--- src/rtl/thermal_clkmod_pkg.sv ---
package thermal_clkmod_pkg;

  typedef struct packed {
    logic       active;
    logic [2:0] units;
  } mod_req_t;

  function automatic int calc_max_run(input int clk_mhz, input int max_ns);
    return (clk_mhz * max_ns) / 1000;
  endfunction

  function automatic int calc_period(input int clk_mhz, input int max_ns);
    return 8 * (calc_max_run(clk_mhz, max_ns) / 7);
  endfunction

endpackage

--- src/rtl/thermal_ctrl_reg.sv ---
module thermal_ctrl_reg (
  input  logic       clk,
  input  logic       rst_n,
  input  logic       wr_i,
  input  logic [4:0] wdata_i,
  output logic       od_en_o,
  output logic [2:0] duty_o
);
  always_ff @(posedge clk or negedge rst_n) begin
    if (!rst_n) begin
      od_en_o <= 1'b0;
      duty_o  <= 3'd0;
    end else if (wr_i) begin
      od_en_o <= wdata_i[4];
      duty_o  <= wdata_i[3:1];
    end
  end
endmodule

--- src/rtl/thermal_hyst_timer.sv ---
module thermal_hyst_timer #(
  parameter int HYST_CYCLES = 64
) (
  input  logic clk,
  input  logic rst_n,
  input  logic auto_en_i,
  input  logic trip_i,
  output logic hot_o
);
  localparam int HW = $clog2(HYST_CYCLES + 1);

  logic [HW-1:0] cnt_q;

  always_ff @(posedge clk or negedge rst_n) begin
    if (!rst_n)              cnt_q <= '0;
    else if (!auto_en_i)     cnt_q <= '0;
    else if (trip_i)         cnt_q <= HW'(HYST_CYCLES);
    else if (cnt_q != '0)    cnt_q <= cnt_q - 1'b1;
  end

  assign hot_o = auto_en_i & (trip_i | (cnt_q != '0));
endmodule

--- src/rtl/thermal_mod_gen.sv ---
module thermal_mod_gen
  import thermal_clkmod_pkg::*;
#(
  parameter int PERIOD = 24
) (
  input  logic                         clk,
  input  logic                         rst_n,
  input  mod_req_t                     req_i,
  output logic                         clk_en_o,
  output logic                         active_o,
  output logic [$clog2(PERIOD)-1:0]    phase_o
);
  localparam int PW   = $clog2(PERIOD);
  localparam int UNIT = PERIOD / 8;

  logic [PW-1:0] phase_q;
  logic          act_q;
  logic [2:0]    units_q;
  logic [PW:0]   thr [8];

  for (genvar g = 0; g < 8; g++) begin : g_thr
    assign thr[g] = (PW+1)'(g * UNIT);
  end

  always_ff @(posedge clk or negedge rst_n) begin
    if (!rst_n) begin
      phase_q <= '0;
      act_q   <= 1'b0;
      units_q <= 3'd4;
    end else if (phase_q == PW'(PERIOD - 1)) begin
      phase_q <= '0;
      act_q   <= req_i.active;
      units_q <= req_i.units;
    end else begin
      phase_q <= phase_q + 1'b1;
    end
  end

  assign clk_en_o = ~act_q | ({1'b0, phase_q} < thr[units_q]);
  assign active_o = act_q;
  assign phase_o  = phase_q;
endmodule

--- src/rtl/thermal_clkmod.sv ---
module thermal_clkmod
  import thermal_clkmod_pkg::*;
#(
  parameter int CLK_MHZ     = 100,
  parameter int MAX_NS      = 3000,
  parameter int HYST_CYCLES = 64
) (
  input  logic       clk,
  input  logic       rst_n,
  input  logic       temp_trip_i,
  input  logic       auto_en_i,
  input  logic       reg_wr_i,
  input  logic [4:0] reg_wdata_i,
  output logic       clk_en_o,
  output logic       throttle_active_o
);
  localparam int MAX_RUN = calc_max_run(CLK_MHZ, MAX_NS);
  localparam int PERIOD  = calc_period(CLK_MHZ, MAX_NS);
  localparam int PW      = $clog2(PERIOD);

  logic          od_en;
  logic [2:0]    duty;
  logic          auto_hot;
  mod_req_t      req;
  logic [PW-1:0] phase;

  thermal_ctrl_reg u_reg (
    .clk(clk), .rst_n(rst_n), .wr_i(reg_wr_i), .wdata_i(reg_wdata_i),
    .od_en_o(od_en), .duty_o(duty)
  );

  thermal_hyst_timer #(.HYST_CYCLES(HYST_CYCLES)) u_hyst (
    .clk(clk), .rst_n(rst_n), .auto_en_i(auto_en_i), .trip_i(temp_trip_i),
    .hot_o(auto_hot)
  );

  always_comb begin
    req.active = auto_hot | od_en;
    if (auto_hot || duty == 3'd0) req.units = 3'd4;
    else                          req.units = duty;
  end

  thermal_mod_gen #(.PERIOD(PERIOD)) u_gen (
    .clk(clk), .rst_n(rst_n), .req_i(req),
    .clk_en_o(clk_en_o), .active_o(throttle_active_o), .phase_o(phase)
  );
endmodule

--- config.mk ---
export PLATFORM = sky130hd
export DESIGN_NAME = thermal_clkmod
export DESIGN_NICKNAME = d
export VERILOG_FILES = /design/src/rtl/thermal_clkmod_pkg.sv /design/src/rtl/thermal_ctrl_reg.sv /design/src/rtl/thermal_hyst_timer.sv /design/src/rtl/thermal_mod_gen.sv /design/src/rtl/thermal_clkmod.sv
export SDC_FILE = /design/constraint.sdc
export NUM_CORES = 1
export LEC_CHECK = 0
export BUFFER_PORTS_ARGS = -buffer_cell sky130_fd_sc_hd__buf_4
export CORE_MARGIN = 10
export CORE_UTILIZATION = 35
export CTS_BUF_LIST = sky130_fd_sc_hd__clkbuf_8
export CTS_CLUSTER_DIAMETER = 30
export CTS_CLUSTER_SIZE = 14
export DETAILED_ROUTE_END_ITERATION = 6
export PLACE_DENSITY = 0.56
export SLEW_MARGIN = 20
export SYNTH_ARGS = -nofsm -noshare
export SYNTH_HDL_FRONTEND = slang
export SYNTH_HIERARCHICAL = 1
export SYNTH_SLANG_ARGS = --single-unit
--- constraint.sdc ---
create_clock -name clk -period 2.1 [get_ports clk]
set_input_delay 0.21 -clock clk [delete_from_list [all_inputs] [get_ports clk]]
set_output_delay 0.21 -clock clk [all_outputs]
set_load 0.005 [all_outputs]
After elaboration in Yosys (flattened, before gate mapping)
Memory sizes are Yosys's and may differ from the RTL's.
Cells that the tools add are included.

operators by class
  add/sub/neg operators = 2
  multiply operators = 0
  divide/modulo/power cells = 0
  magnitude comparators = 2
  eq/ne operators = 2
  shift-type cells = 0
  mux-type cells = 7
  bitwise gates (word level) = 6
  reduce and logical (&&, ||, !) cells = 3

operators with widths
  kind                 count
  $mux 7               3
  $mux 10              2
  $lt 9x10->1          1
  $add 9x1->9 const B  1
  $eq 9x9->1 const B   1
  $mux 9               1
  $reduce_bool 7->1    1
  $sub 7x1->7 const B  1
  $ge 4x4->1 const B   1
  $not 3->4            1
  $logic_not 3->1      1
  $mux 3               1
  $ne 3x2->1 const B   1
  $or 1x1->1           3
  $and 1x1->1          1
  $logic_or 1x1->1     1
  $not 1->1            1

word-level totals
  bits in registers = 24
  bits in latches = 0
  bits in writable memories = 0
  bits in read-only memories = 80
  output and inout bits = 2
  word-level logic and storage cells = 29
  memories = 1

memories
  name              depth  bits a word  read ports  clocked after Yosys merged registers in  write ports  line                   RTL
  (name not given)  8      10           1           0                                        0            thermal_mod_gen.sv:39  assign clk_en_o = ~act_q | ({1'b0, phase_q} < thr[units_q]);

Depth between registers and ports, before layout
Gate-level depths: netlist (run 1).

  depth in word-level cells = 6
  gate-level depth with buffers = 9
  gate-level depth less buffers = 9

Cells and area by module
The synthesis (run 1) kept the hierarchy.

by module, submodules not included
  module              times used  cells an instance  area an instance (µm²)
  thermal_mod_gen     1           82                 784.5
  thermal_hyst_timer  1           38                 384.1
  thermal_ctrl_reg    1           8                  145.1
  thermal_clkmod      1           5                  27.5

Worst setup path after synthesis (run 1)
Ideal clock, no wire load.

  path type = reg2out
  start = register u_gen.units_q[2]
  end = output clk_en_o
  arrival time = 1.756 ns
  required time = 1.890 ns
  slack = 0.134 ns
  stages on the path, launching flop included = 9
  buffers on the path = 1
  cell sequence = dfstp_2 -> buf_6 -> xnor2_1 -> ha_1 -> a21oi_1 -> o21ai_1 -> maj3_2 -> a21oi_1 -> o32a_1

on the way
  longest elaborated chain between the ends = 6

ends and longest elaborated chain
  item                                        line                   RTL
  start: declaration                          thermal_mod_gen.sv:18  logic [2:0] units_q;
  start signal: assignment                    thermal_mod_gen.sv:33  units_q <= req_i.units;
  $not 3->4 (not written as such)             thermal_mod_gen.sv:39
  $mem_v2 8x10                                -
  $mux 10 (not written as such) (2 in a row)  thermal_mod_gen.sv:39
  $lt 9x10->1                                 thermal_mod_gen.sv:39
  $or 1x1->1                                  thermal_mod_gen.sv:39
  end: declaration                            thermal_clkmod.sv:14   output logic clk_en_o,

Every way passes these cells. The select of a mux whose other input is x is not followed.

Worst setup path after layout (run 1)
Ends and elaborated chain as after synthesis.

==> results_dict.tcl, run 1 <==
set metrics [dict create \
    status "complete, but fails checks" \
    violations "setup timing" \
    dieArea_um2 6710 \
    p_int_uw 905 \
    swShare_pct 31.3 \
    synth_top_family_by_area "simple AND/OR/NAND/NOR gates" \
    drt_iter0_drc 48 \
    die_h_um 81.9 \
    place.gp.congestion 0.749 \
    synthAdderAreaFrac_pct 10.2 \
    rsz0062_at_grt "true" \
    cts.clk_slew.worst_paths_ns 0.08 \
    holdWs_ns 0.177 \
    ys_async_sr_fraction_pct 100 \
    fin_cells 193 \
    drive_gt1_share_pct 22.1 \
    ys.flop_type "dfrtp_1" \
    max_clock_freq_mhz 437 \
    dp_hpwl_mm 1.86 \
    critPathRequiredTime_ns 1.89 \
    fin_crit_ns 2.29 \
    power_density_nw_per_um2 851 \
    numCtsBuffers 3 \
    setup.worst_path.start_class "flip-flop" \
    ios 12 \
    synth-seq-area-share_pct 44.9 \
    yosys.area_share.simple_pct 21.3 \
    pwr-share-comb_pct 32.8 \
    clk_latency_ns 0.26 \
    finalHoldViolations 0 \
    nets 166 \
    tightest_slew_ns 0.373 \
    report.final.slew_viol_count 0 \
    cts_root_buffer "clkbuf_8" \
    syn_area_um2 1340 \
    power_switching_uw 413 \
    fin_ws_ns -0.187 \
    area_growth_pct 15.5 \
    power_mw 1.32 \
    synth_xor_area_share_pct 7.18 \
    wl_mm 2.44 \
    pwr-share-seq_pct 43.8 \
    grt_max_degree 25 \
    skew_ns 0.00422 \
    portBuffers 10 \
    synth_cell_type_count 37 \
    hold_path.class "input pin to flip-flop" \
    start_util_pct 36.4 \
    yosys.area.top_type "dfrtp_1" \
    core-area_um2 3690 \
    synth_compound_area_share_pct 8.86 \
    path_max_fanout 2 \
    slew_headroom_pct 74.8 \
    htreeDepth 1 \
    final_common_cell "dfrtp_1" \
    viasPerCell 4.95 \
    ys_ff_latch 24 \
    synth_warnings 6 \
    final_area_um2 1550 \
    path_cells "xnor2_1, ha_1, nand2_1, o21ai_2, maj3_2, a21oi_2, o32a_1, buf_4" \
    grtUsageTotal_pct 8.18 \
    synth-edff-count 0 \
    vias 956 \
    arrival_ns 2.08 \
    drcViolationCount 0 \
    cts.sinks 24 \
    clock_path_buffers 2 \
    drt_pass1_iterations 4 \
    avgSynthCellArea_um2 10.1 \
    netlist_top_cells_area "dfrtp_1, ha_1, xnor2_1" \
    dp_cells 187 \
    maxCapViolations 0 \
    ir_drop_mv 0.504 \
    cpMaxStageDelayCell "dfstp_2" \
    rows 22 \
    synth_fp_nets 153 \
    antenna_found_initial 0 \
    final_cell_mix "dfrtp_1, nand2_1, buf_4" \
    finalSetupViolations 1 \
    cts_tree "done" \
    fp.dieW_um 81.9 \
    grt_pass1_vias 1000 \
    p_leak_nw 0.696 \
    grt_pass1_wl_mm 4.36 \
    cpPeakStageDelay_ns 0.55 \
    n_antenna_cell 0 \
    place_area_um2 1460 \
    overflow 0 \
    syn_inst 133 \
    muxShareOfSynthArea_pct 4.48 \
    crit_type "flip-flop to primary output" \
    nFillCells 369 \
    synth_top_area_share_pct 42.9 \
    pwr-share-clk_pct 23.4 \
    place_ws_ns 0.0348 \
    period_share_pct 109 \
    ant_nets 0 \
    wl_per_cell_um 12.7 \
    end_kind "primary output" \
]
==> logic make-up after synthesis <==
group,after synthesis
AOI/OAI and AO/OA,19
xor gates and xnor gates,11
adders and majority gates,11
and+or+nand+nor,54
muxes,5
DFF,24
buffers and inverters,9
==> worst paths after layout <==
path / slack (ns) / start / cells after the start / endpoint
setup / recovery: -0.19 / u_gen/units_q[2] / 8 / clk_en_o
hold / removal: 0.18 / reg_wdata_i[1] / 2 / u_reg/duty_o[0]
setup reg to reg: 0.22 / u_hyst/cnt_q[0] / 8 / u_gen/active_o
hold reg to reg: 0.46 / u_gen/phase_o[0] / 1 / u_gen/phase_o[0]
max in group asynchronous: 1.43 / rst_n / 2 / u_gen/units_q[2]
min in group asynchronous: 0.38 / rst_n / 2 / u_gen/phase_o[5]
==> per-stage QoR <==
stage / utilization (%) / TNS, ns
final: 42.0 / -0.187
after global routing: 42.0 / -0.280
after CTS: 42.0 / -0.213
after detailed placement: 39.5 / 0
after global placement: 39.5 / 0
after floorplan: - / 0
==> registers in the layout, summed over array words and instances (netlist names) <==
register,count
u_reg/od_en_o,1
u_gen/units_q,3
u_gen/active_o,1
u_hyst/cnt_q,7
u_gen/phase_o,9
u_reg/duty_o,3
==> power by group through the flow <==
stage,clock [mW],combinational [mW],sequential (mW)
floorplan,0,0.360,0.570
global placement,0,0.426,0.583
detailed placement,0,0.436,0.585
CTS,0.320,0.439,0.576
global route,0.342,0.490,0.587
finish,0.308,0.433,0.577
==> layer usage <==
metal	wire length [um]	track usage (%)	vias up
li1	-	-	483
met1	1160	9.60	462
met3	73	2.07	2
met5	0	0	-
met2	1190	14.0	9
met4	23	3.06	0
==> cell type report <==
class / instances / area, um^2 / area share (%)
multi-input cells: 100 / 712 / 46.0
flip-flops and latches: 24 / 603 / 38.9
repair buffers: 13 / 104 / 6.70
well taps: 48 / 60.1 / 3.88
clock buffers: 4 / 55.1 / 3.55
inverters: 4 / 15.0 / 0.969
==> synth_stat cells (4+ instances only) <==
cell type,number
mux2_2,4
nand2_1,13
ha_1,10
nand3_1,7
nor2_1,10
a21oi_1,6
dfrtp_1,23
inv_1,4
o21ai_0,6
xor2_1,4
xnor2_1,7
nor3_1,7
==> worst max-delay path: cells and delay by family (launching register included) <==
kind                       cells  cell delay, ns
xor gates and xnor gates       1            0.07
and+or+nand+nor                1            0.08
adders and majority gates      2            0.50
AOI/OAI and AO/OA              3            0.46
buffers and inverters          1            0.14
DFF                            1            0.55
==> repair_timing <==
item                                   4_1_cts  5_1_grt
gates resized for setup                      6        0
buffers inserted                             1        0
hold buffers                                 1        0
setup endpoints to repair                    1        1
pin swaps                                    8        2
cloned                                       0        0
endpoints found under the hold margin       23        0
Power figures use the tool's default switching activity.
==> run 2, diff against run 1 <==
--- a/config.mk
+++ b/config.mk
@@ -5,6 +5,7 @@
 export SDC_FILE = /design/constraint.sdc
 export NUM_CORES = 1
 export LEC_CHECK = 0
+export ABC_AREA = 1
 export BUFFER_PORTS_ARGS = -buffer_cell sky130_fd_sc_hd__buf_4
 export CORE_MARGIN = 10
 export CORE_UTILIZATION = 35
@@ -12,7 +13,7 @@
 export CTS_CLUSTER_DIAMETER = 30
 export CTS_CLUSTER_SIZE = 14
 export DETAILED_ROUTE_END_ITERATION = 6
-export PLACE_DENSITY = 0.56
+export PLACE_DENSITY = 0.55
 export SLEW_MARGIN = 20
 export SYNTH_ARGS = -nofsm -noshare
 export SYNTH_HDL_FRONTEND = slang
==> run 2 against run 1 <==
Net effect: the run now ends clean; power shrank 24%; fmax grew 10%; flip-flop and latch count is the same; clock power is essentially flat; non-clock buffer count grew 1; count of clock-buffer cells in the layout is the same; worst hold slack lost 0.043 ns; final area grew 16%; critical path depth grew 1; final cell count grew 36%; synthesized cell count grew 47%; critical path type unchanged; critical endpoint unchanged; largest power group unchanged; highest routed layer unchanged.
==> results_dict.tcl, run 2 <==
set metrics [dict create \
    synth_cell_type_count 27 \
    die_h_um 85.2 \
    holdWs_ns 0.134 \
    netlist_top_cells_area "dfrtp_1, nand2_1, ha_1" \
    finalHoldViolations 0 \
    path_max_fanout 4 \
    hold_start "reg_wdata_i[2]" \
    rows 23 \
    r2r_slack_ns 0.37 \
    slew_headroom_pct 67.0 \
    cts.sinks 24 \
    fp.dieW_um 85.2 \
    hold_path.class "input pin to flip-flop" \
    end_kind "primary output" \
    cpPeakStageDelay_ns 0.43 \
    synth_top_area_share_pct 38.7 \
    dp_hpwl_mm 2.13 \
    cts.clk_slew.worst_paths_ns 0.08 \
    fin_tns_setup_ns 0 \
    fin_ws_ns 0.0223 \
    clock_path_buffers 2 \
    skew_ns 0.00272 \
    p_leak_nw 0.902 \
    maxCapViolations 0 \
    critPathRequiredTime_ns 1.89 \
    hold-path-endpoint "u_reg/duty_o[1]" \
    place_ws_ns 0.202 \
    ios 12 \
    max_clock_freq_mhz 481 \
    htreeDepth 1 \
    final_cell_mix "nand2_1, inv_1, dfrtp_1" \
    r2r_cells 10 \
    cts_tree "done" \
    ys_async_sr_fraction_pct 100 \
    ant_nets 0 \
    yosys.area.top_type "dfrtp_1" \
    ys.flop_type "dfrtp_1" \
    setup.worst_path.start_class "flip-flop" \
    cpMaxStageDelayCell "dfrtp_1" \
    period_share_pct 98.9 \
    grt_max_degree 25 \
    synth-seq-area-share_pct 40.5 \
    whs_path_depth 3 \
    grtUsageTotal_pct 8.01 \
    synth_warnings 6 \
    synth-edff-count 0 \
    synth_most_common_cell "nand2_1" \
    portBuffers 10 \
    fin_crit_ns 2.08 \
    tightest_slew_ns 0.492 \
    status "finished, final reports clean" \
    clk_latency_ns 0.26 \
    wl_per_cell_um 10.5 \
    crit-reg2reg-launch "u_hyst/cnt_q[0]" \
    arrival_ns 1.87 \
    grt_pass1_wl_mm 4.96 \
    dieArea_um2 7260 \
    drt_iter0_drc 40 \
    ir_drop_mv 0.279 \
    crit_type "flip-flop to primary output" \
    overflow 0 \
    syn_inst 195 \
    final_util_pct 44.2 \
    synth_fp_nets 215 \
    report.final.slew_viol_count 0 \
    cts_root_buffer "clkbuf_8" \
    n_antenna_cell 0 \
    avgSynthCellArea_um2 7.63 \
    largest_reg_flops 9 \
    drt_pass1_iterations 4 \
    rsz0062_at_grt "true" \
    core-area_um2 4060 \
    path_buf_inv 1 \
    ys_ff_latch 24 \
    viasPerCell 4.55 \
    vias 1192 \
    nets 233 \
    start_util_pct 36.7 \
    drcViolationCount 0 \
    antenna_found_initial 0 \
    critical_path.top_delay_family "simple AND/OR/NAND/NOR gates" \
    finalSetupViolations 0 \
    synth_common_cells "nand2_1, inv_1, dfrtp_1" \
    grt_pass1_vias 1162 \
    cpMostUsedCell "nand2_2" \
    drive_gt1_share_pct 24.1 \
    power_density_nw_per_um2 561 \
    area_growth_pct 20.4 \
    wl_mm 2.74 \
    r2r-end "u_gen/active_o" \
    path_cells "ha_2, or2_4, ha_4, nand2_4, nor2_4, nand3_2, nand2_2, nand2_2, buf_6" \
    power_mw 1.01 \
    numCtsBuffers 3 \
    place.gp.congestion 0.754 \
    syn_area_um2 1490 \
    final_common_cell "nand2_1" \
]
-- run 2: final cells by class --
cell class / instances / area, um^2
multi-input combinational: 140 / 845
clock buffer: 4 / 55.1
tap: 50 / 62.6
fill: 416 / 2270
timing repair buffer: 14 / 115
inverter: 30 / 113
sequential: 24 / 602
-- run 2: worst max-delay path by stage --
stage	startpoint	to	slack, ns	cells after the start
2_1_floorplan	u_gen/units_q[2]	clk_en_o	0.28	9
3_3_place_gp	u_gen/units_q[1]	clk_en_o	0.23	9
3_5_place_dp	u_gen/units_q[1]	clk_en_o	0.20	9
4_1_cts	u_gen/units_q[0]	clk_en_o	0.004	11
5_1_grt	u_gen/units_q[1]	clk_en_o	-0.07	9
6_report	u_gen/units_q[1]	clk_en_o	0.02	9
-- run 2: kinds of logic (layout without fill, tap and decap cells) --
group / Yosys count / in the layout / synth area share (%)
buffers and inverters: 31 / 48 / 7.91
adder cells (fa/ha/maj): 10 / 10 / 8.41
flip-flops: 24 / 24 / 40.5
XOR/XNOR: 4 / 4 / 2.36
AND/OR/NAND/NOR: 113 / 113 / 36.4
AO/OA/AOI/OAI: 13 / 13 / 4.46
-- run 2: through the flow --
stage | instances | instance area [um^2]
final | 262 | 1790
after global routing | 262 | 1790
after CTS | 262 | 1730
after detailed placement | 256 | 1640
after global placement | 256 | 1640
after floorplan | 195 | 1490
-- run 2: timing repair --
item	4_1_cts	5_1_grt
buffers inserted	1	0
cloned	0	0
hold buffers	1	0
endpoints found under the hold margin	23	0
resized for setup	8	14
pin swaps	5	13
endpoints found under the setup margin	1	1
-- run 2: tightest hold or removal path, cell delays in order --
cell and delay [ns]:
buf_4 0.07, nand2_1 0.03, nand2_1 0.05
-- run 2: where the power goes --
| part | total (mW) | switching (mW) | internal, mW |
|---|---|---|---|
| sequential | 0.508 | 0.0233 | 0.485 |
| combinational | 0.187 | 0.111 | 0.0753 |
| clock | 0.311 | 0.144 | 0.167 |
-- run 2: metal layers --
metal / vias to the layer above / global-route usage (%) / routed length (um)
met4: 0 / 3.59 / 46
met3: 5 / 1.91 / 88
met5: - / 0 / 0
li1: 644 / - / -
met2: 14 / 12.4 / 1230
met1: 529 / 10.2 / 1370
